## src/rtl/pwr_timer_pkg.sv

```systemverilog
package pwr_timer_pkg;

    typedef enum logic [2:0] {
        CMD_OTHER    = 3'd0,
        CMD_IDLE     = 3'd1,
        CMD_IDLE_NOW = 3'd2,
        CMD_STBY     = 3'd3,
        CMD_STBY_NOW = 3'd4,
        CMD_SLEEP    = 3'd5,
        CMD_CHKPWR   = 3'd6
    } cmd_class_e;

    typedef enum logic [1:0] {
        PS_ACTIVE = 2'd0,
        PS_IDLE   = 2'd1,
        PS_SLEEP  = 2'd2
    } pwr_state_e;

    typedef enum logic [2:0] {
        RSP_NONE = 3'd0,
        RSP_SET  = 3'd1,
        RSP_WR   = 3'd2,
        RSP_CLR  = 3'd3,
        RSP_IRQ  = 3'd4
    } rsp_phase_e;

endpackage

```

## src/rtl/pwr_step_prescaler.sv

```systemverilog
module pwr_step_prescaler #(
    parameter int TICKS_PER_STEP = 5
) (
    input  logic clk,
    input  logic rst_n,
    input  logic clear_i,
    input  logic run_i,
    input  logic tick_i,
    output logic step_o
);
    localparam int PRE_W = (TICKS_PER_STEP > 1) ? $clog2(TICKS_PER_STEP) : 1;
    localparam logic [PRE_W-1:0] PRE_LAST = PRE_W'(TICKS_PER_STEP - 1);

    typedef struct packed {
        logic [PRE_W-1:0] pre;
    } pre_state_t;

    pre_state_t st_d, st_q;

    always_comb begin
        st_d   = st_q;
        step_o = 1'b0;
        if (clear_i) begin
            st_d.pre = '0;
        end else if (run_i && tick_i) begin
            if (st_q.pre == PRE_LAST) begin
                st_d.pre = '0;
                step_o   = 1'b1;
            end else begin
                st_d.pre = st_q.pre + 1'b1;
            end
        end
    end

    always_ff @(posedge clk or negedge rst_n) begin
        if (!rst_n) st_q <= '0;
        else        st_q <= st_d;
    end
endmodule

```

## src/rtl/pwr_inact_counter.sv

```systemverilog
module pwr_inact_counter #(
    parameter int STEP_W        = 8,
    parameter int DEFAULT_STEPS = 3
) (
    input  logic              clk,
    input  logic              rst_n,
    input  logic              reload_i,
    input  logic              load_en_i,
    input  logic [STEP_W-1:0] load_val_i,
    input  logic              step_i,
    output logic              expire_o
);
    localparam logic [STEP_W-1:0] DEF_STEPS = STEP_W'(DEFAULT_STEPS);
    localparam logic [STEP_W-1:0] ONE_STEP  = STEP_W'(1);

    typedef struct packed {
        logic [STEP_W-1:0] prog;
        logic [STEP_W-1:0] left;
    } cnt_state_t;

    cnt_state_t st_d, st_q;

    always_comb begin
        st_d     = st_q;
        expire_o = 1'b0;
        if (load_en_i) begin
            st_d.prog = load_val_i;
            st_d.left = load_val_i;
        end else if (reload_i) begin
            st_d.left = st_q.prog;
        end else if (step_i && (st_q.left != '0)) begin
            st_d.left = st_q.left - 1'b1;
            if (st_q.left == ONE_STEP) expire_o = 1'b1;
        end
    end

    always_ff @(posedge clk or negedge rst_n) begin
        if (!rst_n) begin
            st_q.prog <= DEF_STEPS;
            st_q.left <= DEF_STEPS;
        end else begin
            st_q <= st_d;
        end
    end
endmodule

```

## src/rtl/pwr_resp_seq.sv

```systemverilog
module pwr_resp_seq
    import pwr_timer_pkg::*;
(
    input  logic clk,
    input  logic rst_n,
    input  logic start_i,
    input  logic with_wr_i,
    output logic set_busy_o,
    output logic sc_zero_wr_o,
    output logic clr_busy_o,
    output logic irq_req_o
);
    typedef struct packed {
        rsp_phase_e phase;
        logic       wr;
    } seq_state_t;

    seq_state_t st_d, st_q;

    always_comb begin
        st_d = st_q;
        if (start_i) begin
            st_d.phase = RSP_SET;
            st_d.wr    = with_wr_i;
        end else begin
            unique case (st_q.phase)
                RSP_SET: st_d.phase = st_q.wr ? RSP_WR : RSP_CLR;
                RSP_WR:  st_d.phase = RSP_CLR;
                RSP_CLR: st_d.phase = RSP_IRQ;
                default: st_d.phase = RSP_NONE;
            endcase
        end
    end

    assign set_busy_o   = (st_q.phase == RSP_SET);
    assign sc_zero_wr_o = (st_q.phase == RSP_WR);
    assign clr_busy_o   = (st_q.phase == RSP_CLR);
    assign irq_req_o    = (st_q.phase == RSP_IRQ);

    always_ff @(posedge clk or negedge rst_n) begin
        if (!rst_n) begin
            st_q.phase <= RSP_NONE;
            st_q.wr    <= 1'b0;
        end else begin
            st_q <= st_d;
        end
    end
endmodule

```

## src/rtl/pwr_idle_timer.sv

```systemverilog
module pwr_idle_timer
    import pwr_timer_pkg::*;
#(
    parameter int TICKS_PER_STEP = 5,
    parameter int SC_W           = 8,
    parameter int DEFAULT_STEPS  = 3
) (
    input  logic            clk,
    input  logic            rst_n,
    input  logic            tick_ms_i,
    input  logic            cmd_valid_i,
    input  logic [2:0]      cmd_class_i,
    input  logic [SC_W-1:0] sector_cnt_i,
    input  logic            host_access_i,
    output logic [1:0]      pwr_state_o,
    output logic            sleep_en_o,
    output logic            set_busy_o,
    output logic            clr_busy_o,
    output logic            irq_req_o,
    output logic            sc_zero_wr_o
);
    localparam logic [SC_W-1:0] DEF_STEPS = SC_W'(DEFAULT_STEPS);

    typedef struct packed {
        pwr_state_e st;
    } top_state_t;

    top_state_t st_d, st_q;

    logic            is_idle_cls, is_sleep_cls, is_chk_cls, is_resp_cls;
    logic            reload, load_en, step, expire, run;
    logic [SC_W-1:0] load_val;

    always_comb begin
        is_idle_cls  = (cmd_class_i == CMD_IDLE) || (cmd_class_i == CMD_IDLE_NOW);
        is_sleep_cls = (cmd_class_i == CMD_STBY) || (cmd_class_i == CMD_STBY_NOW)
                    || (cmd_class_i == CMD_SLEEP);
        is_chk_cls   = (cmd_class_i == CMD_CHKPWR);
        is_resp_cls  = is_idle_cls || is_sleep_cls || is_chk_cls;
    end

    assign reload   = cmd_valid_i || host_access_i;
    assign load_en  = cmd_valid_i && (cmd_class_i == CMD_IDLE);
    assign load_val = (sector_cnt_i == '0) ? DEF_STEPS : sector_cnt_i;
    assign run      = (st_q.st != PS_SLEEP);

    pwr_step_prescaler #(
        .TICKS_PER_STEP (TICKS_PER_STEP)
    ) u_prescaler (
        .clk     (clk),
        .rst_n   (rst_n),
        .clear_i (reload),
        .run_i   (run),
        .tick_i  (tick_ms_i),
        .step_o  (step)
    );

    pwr_inact_counter #(
        .STEP_W        (SC_W),
        .DEFAULT_STEPS (DEFAULT_STEPS)
    ) u_counter (
        .clk        (clk),
        .rst_n      (rst_n),
        .reload_i   (reload),
        .load_en_i  (load_en),
        .load_val_i (load_val),
        .step_i     (step),
        .expire_o   (expire)
    );

    pwr_resp_seq u_resp (
        .clk          (clk),
        .rst_n        (rst_n),
        .start_i      (cmd_valid_i && is_resp_cls),
        .with_wr_i    (is_chk_cls),
        .set_busy_o   (set_busy_o),
        .sc_zero_wr_o (sc_zero_wr_o),
        .clr_busy_o   (clr_busy_o),
        .irq_req_o    (irq_req_o)
    );

    always_comb begin
        st_d = st_q;
        if (cmd_valid_i) begin
            if (is_idle_cls)                st_d.st = PS_IDLE;
            else if (is_sleep_cls)          st_d.st = PS_SLEEP;
            else if (st_q.st == PS_SLEEP)   st_d.st = PS_ACTIVE;
        end else if (expire) begin
            st_d.st = PS_SLEEP;
        end
    end

    always_ff @(posedge clk or negedge rst_n) begin
        if (!rst_n) st_q.st <= PS_ACTIVE;
        else        st_q    <= st_d;
    end

    assign pwr_state_o = st_q.st;
    assign sleep_en_o  = (st_q.st == PS_SLEEP);
endmodule

```

## config.mk

```make
export PLATFORM = sky130hd
export DESIGN_NAME = pwr_idle_timer
export DESIGN_NICKNAME = d
export VERILOG_FILES = /design/src/rtl/pwr_timer_pkg.sv /design/src/rtl/pwr_step_prescaler.sv /design/src/rtl/pwr_inact_counter.sv /design/src/rtl/pwr_resp_seq.sv /design/src/rtl/pwr_idle_timer.sv
export SDC_FILE = /design/constraint.sdc
export NUM_CORES = 1
export LEC_CHECK = 0
export BUFFER_PORTS_ARGS = -buffer_cell sky130_fd_sc_hd__buf_4
export CORE_AREA = 2 2 76 78
export CTS_BUF_LIST = sky130_fd_sc_hd__clkbuf_8
export CTS_CLUSTER_DIAMETER = 100
export CTS_CLUSTER_SIZE = 40
export DETAILED_ROUTE_END_ITERATION = 12
export DIE_AREA = 0 0 78 80
export GPL_ROUTABILITY_DRIVEN = 0
export SLEW_MARGIN = 0
export SYNTH_ARGS = -nofsm -noshare
export SYNTH_HDL_FRONTEND = slang
export SYNTH_SLANG_ARGS = --single-unit
```

## constraint.sdc

```tcl
create_clock -name clk -period 1.6 [get_ports clk]
set_input_delay 0.16 -clock clk [delete_from_list [all_inputs] [get_ports clk]]
set_output_delay 0.16 -clock clk [all_outputs]
set_load 0.02 [all_outputs]
```

==> results_dict.tcl, run 1 <==
set metrics [dict create \
    period_share 1.04 \
    failed_checks "setup timing" \
    ant_nets 0 \
    ys_top_cells_by_area "dfrtp_1, dfstp_2, nand2_1" \
    syn_avg_cell_area_um2 9.47 \
    antenna_found_initial 0 \
    drive_above_1_share 0.398 \
    clock.fmax_mhz 601 \
    worst_pin_slew_ns 0.526 \
    via_per_inst 5.05 \
    clock_skew_ns 0.00396 \
    syn_area_um2 1590 \
    cp_max_fo 7 \
    finalSetupViolations 3 \
    io_buffers 22 \
    drc_errors 0 \
    grt_max_degree 26 \
    cpPeakStageDelay_ns 0.44 \
    swShare 0.356 \
    reg2reg_depth 4 \
    crit_chain "nor4_4 -> nand4b_4 -> a21o_4 -> mux2_4" \
    start_util 0.294 \
    crit_end "u_counter.st_q[2]$_DFFE_PN0P_" \
    setup_slack_ns -0.0644 \
    post-route-min-period_ns 1.66 \
    clock-sinks 25 \
    clockRootBuffer "clkbuf_8" \
    stdcell_area_um2 2160 \
    wl_per_cell_um 13.9 \
    drt-total-wl_mm 3.99 \
    max_cap_violations 0 \
    leakage_nw 0.992 \
    cts.reportedPaths.clkPinSlew_ns 0.09 \
    place_area_um2 1980 \
    nets 238 \
    rsz0062_at_grt "true" \
    critPathCaptureType "register" \
    pre_cts_slack_ns -0.0641 \
    num_io_pins 23 \
    pwr-share-seq 0.401 \
    cp_data_arrival_time_ns 1.83 \
    path_class "reg2reg" \
    p_clk_frac 0.175 \
    final_hold_viol_count 0 \
    ir_drop_mv 0.434 \
    worst_setup_path_startpoint "u_counter.st_q[4]$_DFFE_PN0P_" \
    rrSetupSlack_ns -0.06 \
    ys_types 57 \
    yosys_warnings 0 \
    critPathSlowestCell "dfrtp_1" \
    synth-edff-count 0 \
    combPwrFrac 0.424 \
    power_density_nw_per_um2 1010 \
    switchingPower_mw 0.778 \
    core_area_um2 5410 \
    r2r-start "u_counter.st_q[4]$_DFFE_PN0P_" \
    grt-ovfl-total 0 \
    grt_pass1_vias 1455 \
    slew_violations 0 \
    syn_nets 189 \
    hp-class "in2reg" \
    vias 1453 \
    cts_buffer_depth 2 \
    clock_latency_ns 0.27 \
    fp.dieW_um 78 \
    status "complete, but fails checks" \
    area_growth_pct 35.7 \
    required_ns 1.76 \
    drt_iter0_drc 60 \
    cp-start-kind "register" \
    hpwl_mm 2.89 \
    grt_pass1_wl_mm 6.87 \
    async_flop_share 1.00 \
    netlist.area_leader.share 0.330 \
    max_slew_margin 0.640 \
    regToRegEndpoint "u_counter.st_q[2]$_DFFE_PN0P_" \
    chipHeight_um 80 \
    dr.pass1.iters 4 \
    grt.total_usage 0.137 \
    yosysTopAreaCell "dfrtp_1" \
    synth_top_flop_cell "dfrtp_1" \
    cts_buffers 3 \
    postSynthCellCount 168 \
    antenna_cells 0 \
    fp-row-count 27 \
    synth_seq_cells 25 \
    p_int_mw 1.40 \
    cts_tree "done" \
    yosysSeqAreaShare 0.397 \
    htree_num_levels 1 \
    dieArea_um2 6240 \
]
[critical path: cells and delay by family, from the launching register on]
family	cells	cell delay (ns)
multiplexers	1	0.29
AND/OR/NAND/NOR	2	0.57
flip-flops	1	0.44
AO/OA/AOI/OAI	1	0.26
[final cells by class]
class	count	area (µm²)
clock buffers	3	41.3
clock inverters	1	3.75
fillers	557	3250
inverters	11	41.3
multi-input cells	124	953
flip-flops and latches	25	632
well taps	72	90.1
repair buffers	52	397
[per-stage QoR]
stage,power [mW],TNS [ns],utilization,hold slack [ns],cells
2_1_floorplan,1.39,0,-,-0.136,168
3_3_place_gp,1.72,-0.0541,0.367,0.0932,279
5_1_grt,2.32,-0.450,0.399,0.132,288
4_1_cts,2.15,-0.130,0.388,0.110,286
3_5_place_dp,1.72,-0.142,0.367,0.0923,279
6_report,2.18,-0.0949,0.399,0.105,288
[metal layers]
layer  GRT usage  routed length, µm  vias to the layer above
li1            -                  -                      716
met1       0.183               1900                      700
met2       0.229               1920                       33
met3      0.0192                125                        4
met4      0.0439                 47                        0
met5           0                  0                        -
[state kept, by name (all words and copies together) (netlist names)]
name / cells
u_resp.st_q: 4
u_counter.st_q: 16
u_prescaler.st_q: 3
pwr_state_o: 2
[cell families (layout without fill, tap and decap cells)]
group	Yosys count	after routing	share of synthesized area
fa+ha+maj	5	5	0.0393
mux	3	3	0.0260
compound gates	46	46	0.212
buf+inv	19	67	0.0574
flops	25	25	0.397
xor+xnor	2	2	0.0110
simple gates	68	68	0.258
[power by group through the flow]
stage / Sequential [mW] / Combinational [mW] / Clock, mW
floorplan: 0.888 / 0.501 / 0
global placement: 0.873 / 0.846 / 0
detailed placement: 0.880 / 0.839 / 0
CTS: 0.872 / 0.889 / 0.390
global route: 0.898 / 1.01 / 0.409
finish: 0.875 / 0.925 / 0.381
[synthesized netlist by cell type, drive strengths merged, types with 2 or more instances]
master / instances
ha: 5
dfstp: 4
inv: 11
a221oi: 5
a21oi: 10
nand4: 3
dfrtp: 21
or3b: 2
nand2: 25
o21ai: 5
a21o: 3
nand3: 3
nand4b: 2
mux2: 3
a41o: 3
or3: 2
xor2: 2
nor3b: 6
a31oi: 4
nor4: 2
a211oi: 5
buf: 7
nor3: 4
nor2: 8
a21boi: 2
[worst min path at each step]
| stage | start | to | slack [ns] | cells after the start |
|---|---|---|---|---|
| after detailed placement | rst_n | u_counter.st_q[5]$_DFFE_PN0P_ | 0.09 | 1 |
| final | sector_cnt_i[2] | u_counter.st_q[10]$_DFFE_PN0P_ | 0.10 | 3 |
| after floorplan | rst_n | pwr_state_o[0]$_DFFE_PN0P_ | -0.14 | 0 |
| after global routing | sector_cnt_i[5] | u_counter.st_q[13]$_DFFE_PN0P_ | 0.13 | 3 |
| after global placement | rst_n | u_counter.st_q[5]$_DFFE_PN0P_ | 0.09 | 1 |
| after CTS | sector_cnt_i[2] | u_counter.st_q[10]$_DFFE_PN0P_ | 0.11 | 3 |
[what timing repair did]
item,in CTS,in global routing
gates resized for setup,8,11
endpoints found under the hold margin,21,0
hold buffers,1,0
pin swaps,7,9
buffers inserted,2,2
setup endpoints to repair,6,10
[cell usage in the layout (no fill, tap or decap), types with 4 or more instances in the layout]
cell | Yosys | final
dfstp_2 | 4 | 4
buf_4 | 2 | 50
nand2_1 | 25 | 24
o21ai_0 | 4 | 4
inv_1 | 10 | 9
nor2_1 | 7 | 7
nor3b_1 | 5 | 5
dfrtp_1 | 21 | 20
a21oi_1 | 10 | 10
No activity file was read; power rests on OpenSTA's default activity.
==> inputs of run 2 (changes only) <==
==> constraint.sdc (replaced) <==
create_clock -name clk -period 1.7 [get_ports clk]
set_input_delay 0.17 -clock clk [delete_from_list [all_inputs] [get_ports clk]]
set_output_delay 0.17 -clock clk [all_outputs]
set_load 0.02 [all_outputs]
==> results_dict.tcl, run 2 (synthesized netlist as in run 1, its figures left out) <==
set metrics [dict create \
    switchingPower_mw 0.698 \
    cpPeakStageDelay_ns 0.58 \
    dr.pass1.iters 4 \
    status "completed" \
    cts_buffer_depth 2 \
    design_power_total_mw 1.96 \
    fp-row-count 27 \
    period_share 0.984 \
    leakage_nw 0.910 \
    max_slew_margin 0.669 \
    critPathCaptureType "register" \
    post-route-min-period_ns 1.67 \
    p_clk_frac 0.182 \
    critPathSlowestCell "or4_1" \
    fp.dieW_um 78 \
    via_per_inst 5.14 \
    htree_num_levels 1 \
    crit_chain "or4_1 -> nor2_2 -> a31oi_1 -> a22o_1" \
    top_register "u_counter.st_q" \
    cp_data_arrival_time_ns 1.84 \
    combPwrFrac 0.394 \
    grt_pass1_wl_mm 6.42 \
    cts_tree "done" \
    power_density_nw_per_um2 972 \
    grt.total_usage 0.130 \
    ant_nets 0 \
    rrSetupSlack_ns 0.03 \
    hp-class "in2reg" \
    clock-sinks 25 \
    cts.reportedPaths.clkPinSlew_ns 0.09 \
    clockRootBuffer "clkbuf_8" \
    chipHeight_um 80 \
    ir_drop_mv 0.314 \
    wl_per_cell_um 13.9 \
    clock_skew_ns 0.00322 \
    io_buffers 22 \
    antenna_found_initial 0 \
    top_regs "u_counter.st_q (16), u_resp.st_q (4), u_prescaler.st_q (3)" \
    area_growth_pct 26.6 \
    start_util 0.294 \
    grt-ovfl-total 0 \
    slew_violations 0 \
    dp_cells 270 \
    required_ns 1.87 \
    drc_errors 0 \
    cp-start-kind "register" \
    hpwl_mm 2.86 \
    swShare 0.357 \
    rsz0062_at_grt "true" \
    r2r-start "u_counter.st_q[4]$_DFFE_PN0P_" \
    dieArea_um2 6240 \
    max_cap_violations 0 \
    pwr-share-seq 0.424 \
    cts_buffers 3 \
    drt_iter0_drc 108 \
    drt-total-wl_mm 3.85 \
    hold_slack_ns 0.115 \
    layout_common_cells "buf_4, nand2_1, dfrtp_1" \
    core_area_um2 5410 \
    worst_pin_slew_ns 0.484 \
    drive_above_1_share 0.324 \
    cp_max_fo 3 \
    grt_pass1_vias 1354 \
    layout_commonest_cell "buf_4" \
    clock.fmax_mhz 597 \
    num_io_pins 23 \
    nets 226 \
    finalSetupViolations 0 \
    final_hold_viol_count 0 \
    min_from "sector_cnt_i[2]" \
    vias 1420 \
    antenna_cells 0 \
    clock_latency_ns 0.27 \
    grt_max_degree 26 \
    path_class "reg2reg" \
    worst_setup_path_startpoint "u_counter.st_q[4]$_DFFE_PN0P_" \
    layout.cells.non_filler 276 \
    largest_register_ff_count 16 \
    p_int_mw 1.26 \
]
==> run 2: cell types whose count changed in the layout (fill, tap and decap cells not counted), sizes merged <==
cell  previous run  this run
buf             51        39
==> run 2: what timing repair did <==
action	in CTS	in global routing
resized for setup	0	8
setup buffers	0	1
hold endpoints to repair	21	0
setup endpoints to repair	0	8
hold buffers	1	0
==> run 2: power groups by stage <==
stage | Combinational [mW] | Clock [mW] | Sequential [mW]
detailed placement | 0.742 | 0 | 0.838
finish | 0.771 | 0.357 | 0.830
CTS | 0.750 | 0.365 | 0.826
global route | 0.857 | 0.391 | 0.848
global placement | 0.742 | 0 | 0.832
floorplan | 0.472 | 0 | 0.835
==> run 2: per-stage QoR <==
step                      area (µm²)  TNS, ns  setup WS (ns)  utilization
final                           2010        0         0.0264        0.372
after floorplan                 1590        0         0.0496            -
after detailed placement        1920        0         0.0266        0.354
after CTS                       1970        0        0.00268        0.365
after global placement          1920        0         0.0324        0.354
after global routing            2010  -0.0678        -0.0229        0.372
==> run 2: worst paths after layout <==
| kind | to | depth (start not counted) |
|---|---|---|
| setup reg to reg | pwr_state_o[0]$_DFFE_PN0P_ | 4 |
| max in group asynchronous | u_counter.st_q[8]$_DFFE_PN1P_ | 2 |
| hold reg to reg | u_counter.st_q[12]$_DFFE_PN0P_ | 2 |
| min in group asynchronous | u_counter.st_q[5]$_DFFE_PN0P_ | 2 |
| hold / removal | u_counter.st_q[10]$_DFFE_PN0P_ | 3 |
| setup / recovery | pwr_state_o[0]$_DFFE_PN0P_ | 4 |
==> run 2: layout make-up <==
| class | count | area (µm²) |
|---|---|---|
| inverter | 11 | 41.3 |
| sequential | 25 | 632 |
| clock inverter | 1 | 3.75 |
| clock buffer | 3 | 41.3 |
| timing repair buffer | 40 | 303 |
| fill | 586 | 3390 |
| tap | 72 | 90.1 |
| multi-input combinational | 124 | 902 |
==> run 2: metal layers <==
layer  up-vias  GRT usage  part of all wire
li1        695          -                 -
met1       684      0.172              0.47
met2        36      0.216              0.47
met3         5     0.0192             0.043
met4         0     0.0421             0.016
met5         -          0                 0
==> run 2: critical path, delay by kind of cell, from the launching register on <==
| family | cells | cell delay [ns] |
|---|---|---|
| DFF | 1 | 0.43 |
| AOI/OAI and AO/OA | 2 | 0.38 |
| and+or+nand+nor | 2 | 0.75 |
==> inputs of run 3 (changes only) <==
--- a/config.mk
+++ b/config.mk
@@ -6,6 +6,8 @@
 export NUM_CORES = 1
 export LEC_CHECK = 0
 export BUFFER_PORTS_ARGS = -buffer_cell sky130_fd_sc_hd__buf_4
+export CELL_PAD_IN_SITES_DETAIL_PLACEMENT = 1
+export CELL_PAD_IN_SITES_GLOBAL_PLACEMENT = 1
 export CORE_AREA = 2 2 76 78
 export CTS_BUF_LIST = sky130_fd_sc_hd__clkbuf_8
 export CTS_CLUSTER_DIAMETER = 100
@@ -13,6 +15,7 @@
 export DETAILED_ROUTE_END_ITERATION = 12
 export DIE_AREA = 0 0 78 80
 export GPL_ROUTABILITY_DRIVEN = 0
+export PLACE_DENSITY_LB_ADDON = 0.1
 export SLEW_MARGIN = 0
 export SYNTH_ARGS = -nofsm -noshare
 export SYNTH_HDL_FRONTEND = slang
==> results_dict.tcl, run 3 (synthesized netlist as in run 1, its figures left out) <==
set metrics [dict create \
    path_class "reg2reg" \
    top_register "u_counter.st_q" \
    drc_errors 0 \
    cp_max_fo 7 \
    grt-ovfl-total 0 \
    final_hold_viol_count 0 \
    dp_cells 270 \
    antenna_cells 0 \
    top_regs "u_counter.st_q (16), u_resp.st_q (4), u_prescaler.st_q (3)" \
    drive_above_1_share 0.365 \
    switchingPower_mw 0.761 \
    hpwl_mm 3.43 \
    clock.fmax_mhz 590 \
    finalSetupViolations 0 \
    clock_latency_ns 0.28 \
    leakage_nw 0.953 \
    clockRootBuffer "clkbuf_8" \
    cp_data_arrival_time_ns 1.87 \
    ant_nets 0 \
    clock_skew_ns 0.0110 \
    max_slew_margin 0.649 \
    grt.total_usage 0.156 \
    pre_cts_slack_ns -0.0123 \
    fp.dieW_um 78 \
    start_util 0.294 \
    p_int_mw 1.29 \
    chipHeight_um 80 \
    drt-total-wl_mm 4.63 \
    antenna_found_initial 0 \
    cts_tree "done" \
    vias 1451 \
    io_buffers 22 \
    wl_per_cell_um 16.5 \
    critPathCaptureType "register" \
    setup_slack_ns 0.00451 \
    num_io_pins 23 \
    cts_buffers 3 \
    layout.cells.non_filler 280 \
    status "completed" \
    core_area_um2 5410 \
    cp-start-kind "register" \
    hold_slack_ns 0.121 \
    cts.reportedPaths.clkPinSlew_ns 0.10 \
    clock-sinks 25 \
    dr.pass1.iters 4 \
    htree_num_levels 1 \
    power_density_nw_per_um2 986 \
    area_growth_pct 31.0 \
    rsz0062_at_grt "true" \
    swShare 0.370 \
    worst_pin_slew_ns 0.514 \
    nets 230 \
    post-route-min-period_ns 1.70 \
    hp-class "in2reg" \
    largest_register_ff_count 16 \
    tns_ns 0 \
    cts_buffer_depth 2 \
    dieArea_um2 6240 \
    p_clk_frac 0.186 \
    pwr-share-seq 0.403 \
    max_cap_violations 0 \
    utilization 0.385 \
    grt_pass1_vias 1512 \
    layout_commonest_cell "buf_4" \
    drt_iter0_drc 53 \
    layout_common_cells "buf_4, nand2_1, dfrtp_1" \
    fp-row-count 27 \
    ir_drop_mv 0.396 \
    combPwrFrac 0.411 \
    grt_max_degree 26 \
    via_per_inst 5.18 \
    slew_violations 0 \
    period_share 0.997 \
    grt_pass1_wl_mm 7.64 \
    required_ns 1.88 \
]
==> run 3: cell count changes in the layout (fill, tap and decap cells not counted), sizes merged <==
cell,previous run,this run
buf,39,43
clkinvlp,0,1
inv,12,11
==> run 3: what timing repair did <==
| action | CTS | global route |
|---|---|---|
| gates resized for setup | 2 | 16 |
| setup endpoints to repair | 4 | 8 |
| buffers inserted | 1 | 3 |
| gates cloned | 0 | 1 |
| hold endpoints to repair | 21 | 0 |
| pin swaps | 1 | 7 |
| hold buffers | 1 | 0 |
==> run 3: area by class of cell <==
class / instances / area (µm²)
multi-input cells: 124 / 938
clock inverters: 1 / 7.51
clock buffers: 3 / 41.3
inverters: 11 / 41.3
repair buffers: 44 / 334
well taps: 72 / 90.1
fillers: 646 / 3320
flip-flops and latches: 25 / 631
==> run 3: routing by layer <==
| metal | share of wire | wire (µm) | global-route usage |
|---|---|---|---|
| met1 | 0.46 | 2120 | 0.206 |
| met4 | 0.014 | 63 | 0.0421 |
| met3 | 0.029 | 136 | 0.0249 |
| met2 | 0.50 | 2310 | 0.263 |
| met5 | 0 | 0 | 0 |
==> run 3: power by group through the flow <==
stage / clock network (mW) / registers (mW) / logic, mW
final: 0.382 / 0.828 / 0.845
after global placement: 0 / 0.822 / 0.774
after global routing: 0.426 / 0.849 / 0.939
after CTS: 0.394 / 0.824 / 0.818
after floorplan: 0 / 0.835 / 0.472
after detailed placement: 0 / 0.832 / 0.794
==> run 3: final timing paths <==
path | start | to | slack (ns) | cells past startpoint
setup / recovery | u_counter.st_q[3]$_DFFE_PN0P_ | u_counter.st_q[2]$_DFFE_PN0P_ | 0.005 | 4
hold / removal | sector_cnt_i[5] | u_counter.st_q[13]$_DFFE_PN0P_ | 0.12 | 3
setup reg to reg | u_counter.st_q[3]$_DFFE_PN0P_ | u_counter.st_q[2]$_DFFE_PN0P_ | 0.005 | 4
hold reg to reg | u_counter.st_q[15]$_DFFE_PN0P_ | u_counter.st_q[15]$_DFFE_PN0P_ | 0.48 | 2
max in group asynchronous | rst_n | u_counter.st_q[8]$_DFFE_PN1P_ | 1.05 | 2
min in group asynchronous | rst_n | u_prescaler.st_q[1]$_DFFE_PN0P_ | 0.33 | 2
==> run 3: worst max-delay path: stages (launching register included) <==
cell and delay (ns):
dfrtp_1 0.44, nor4_4 0.38, nand4b_4 0.20, a21o_4 0.28
mux2_4 0.29
==> run 3: metrics by stage <==
| step | total power [mW] | cell area, µm² |
|---|---|---|
| 5_1_grt | 2.21 | 2080 |
| 3_3_place_gp | 1.60 | 1920 |
| 4_1_cts | 2.04 | 1990 |
| 6_report | 2.06 | 2080 |
| 3_5_place_dp | 1.63 | 1920 |
| 2_1_floorplan | 1.31 | 1590 |
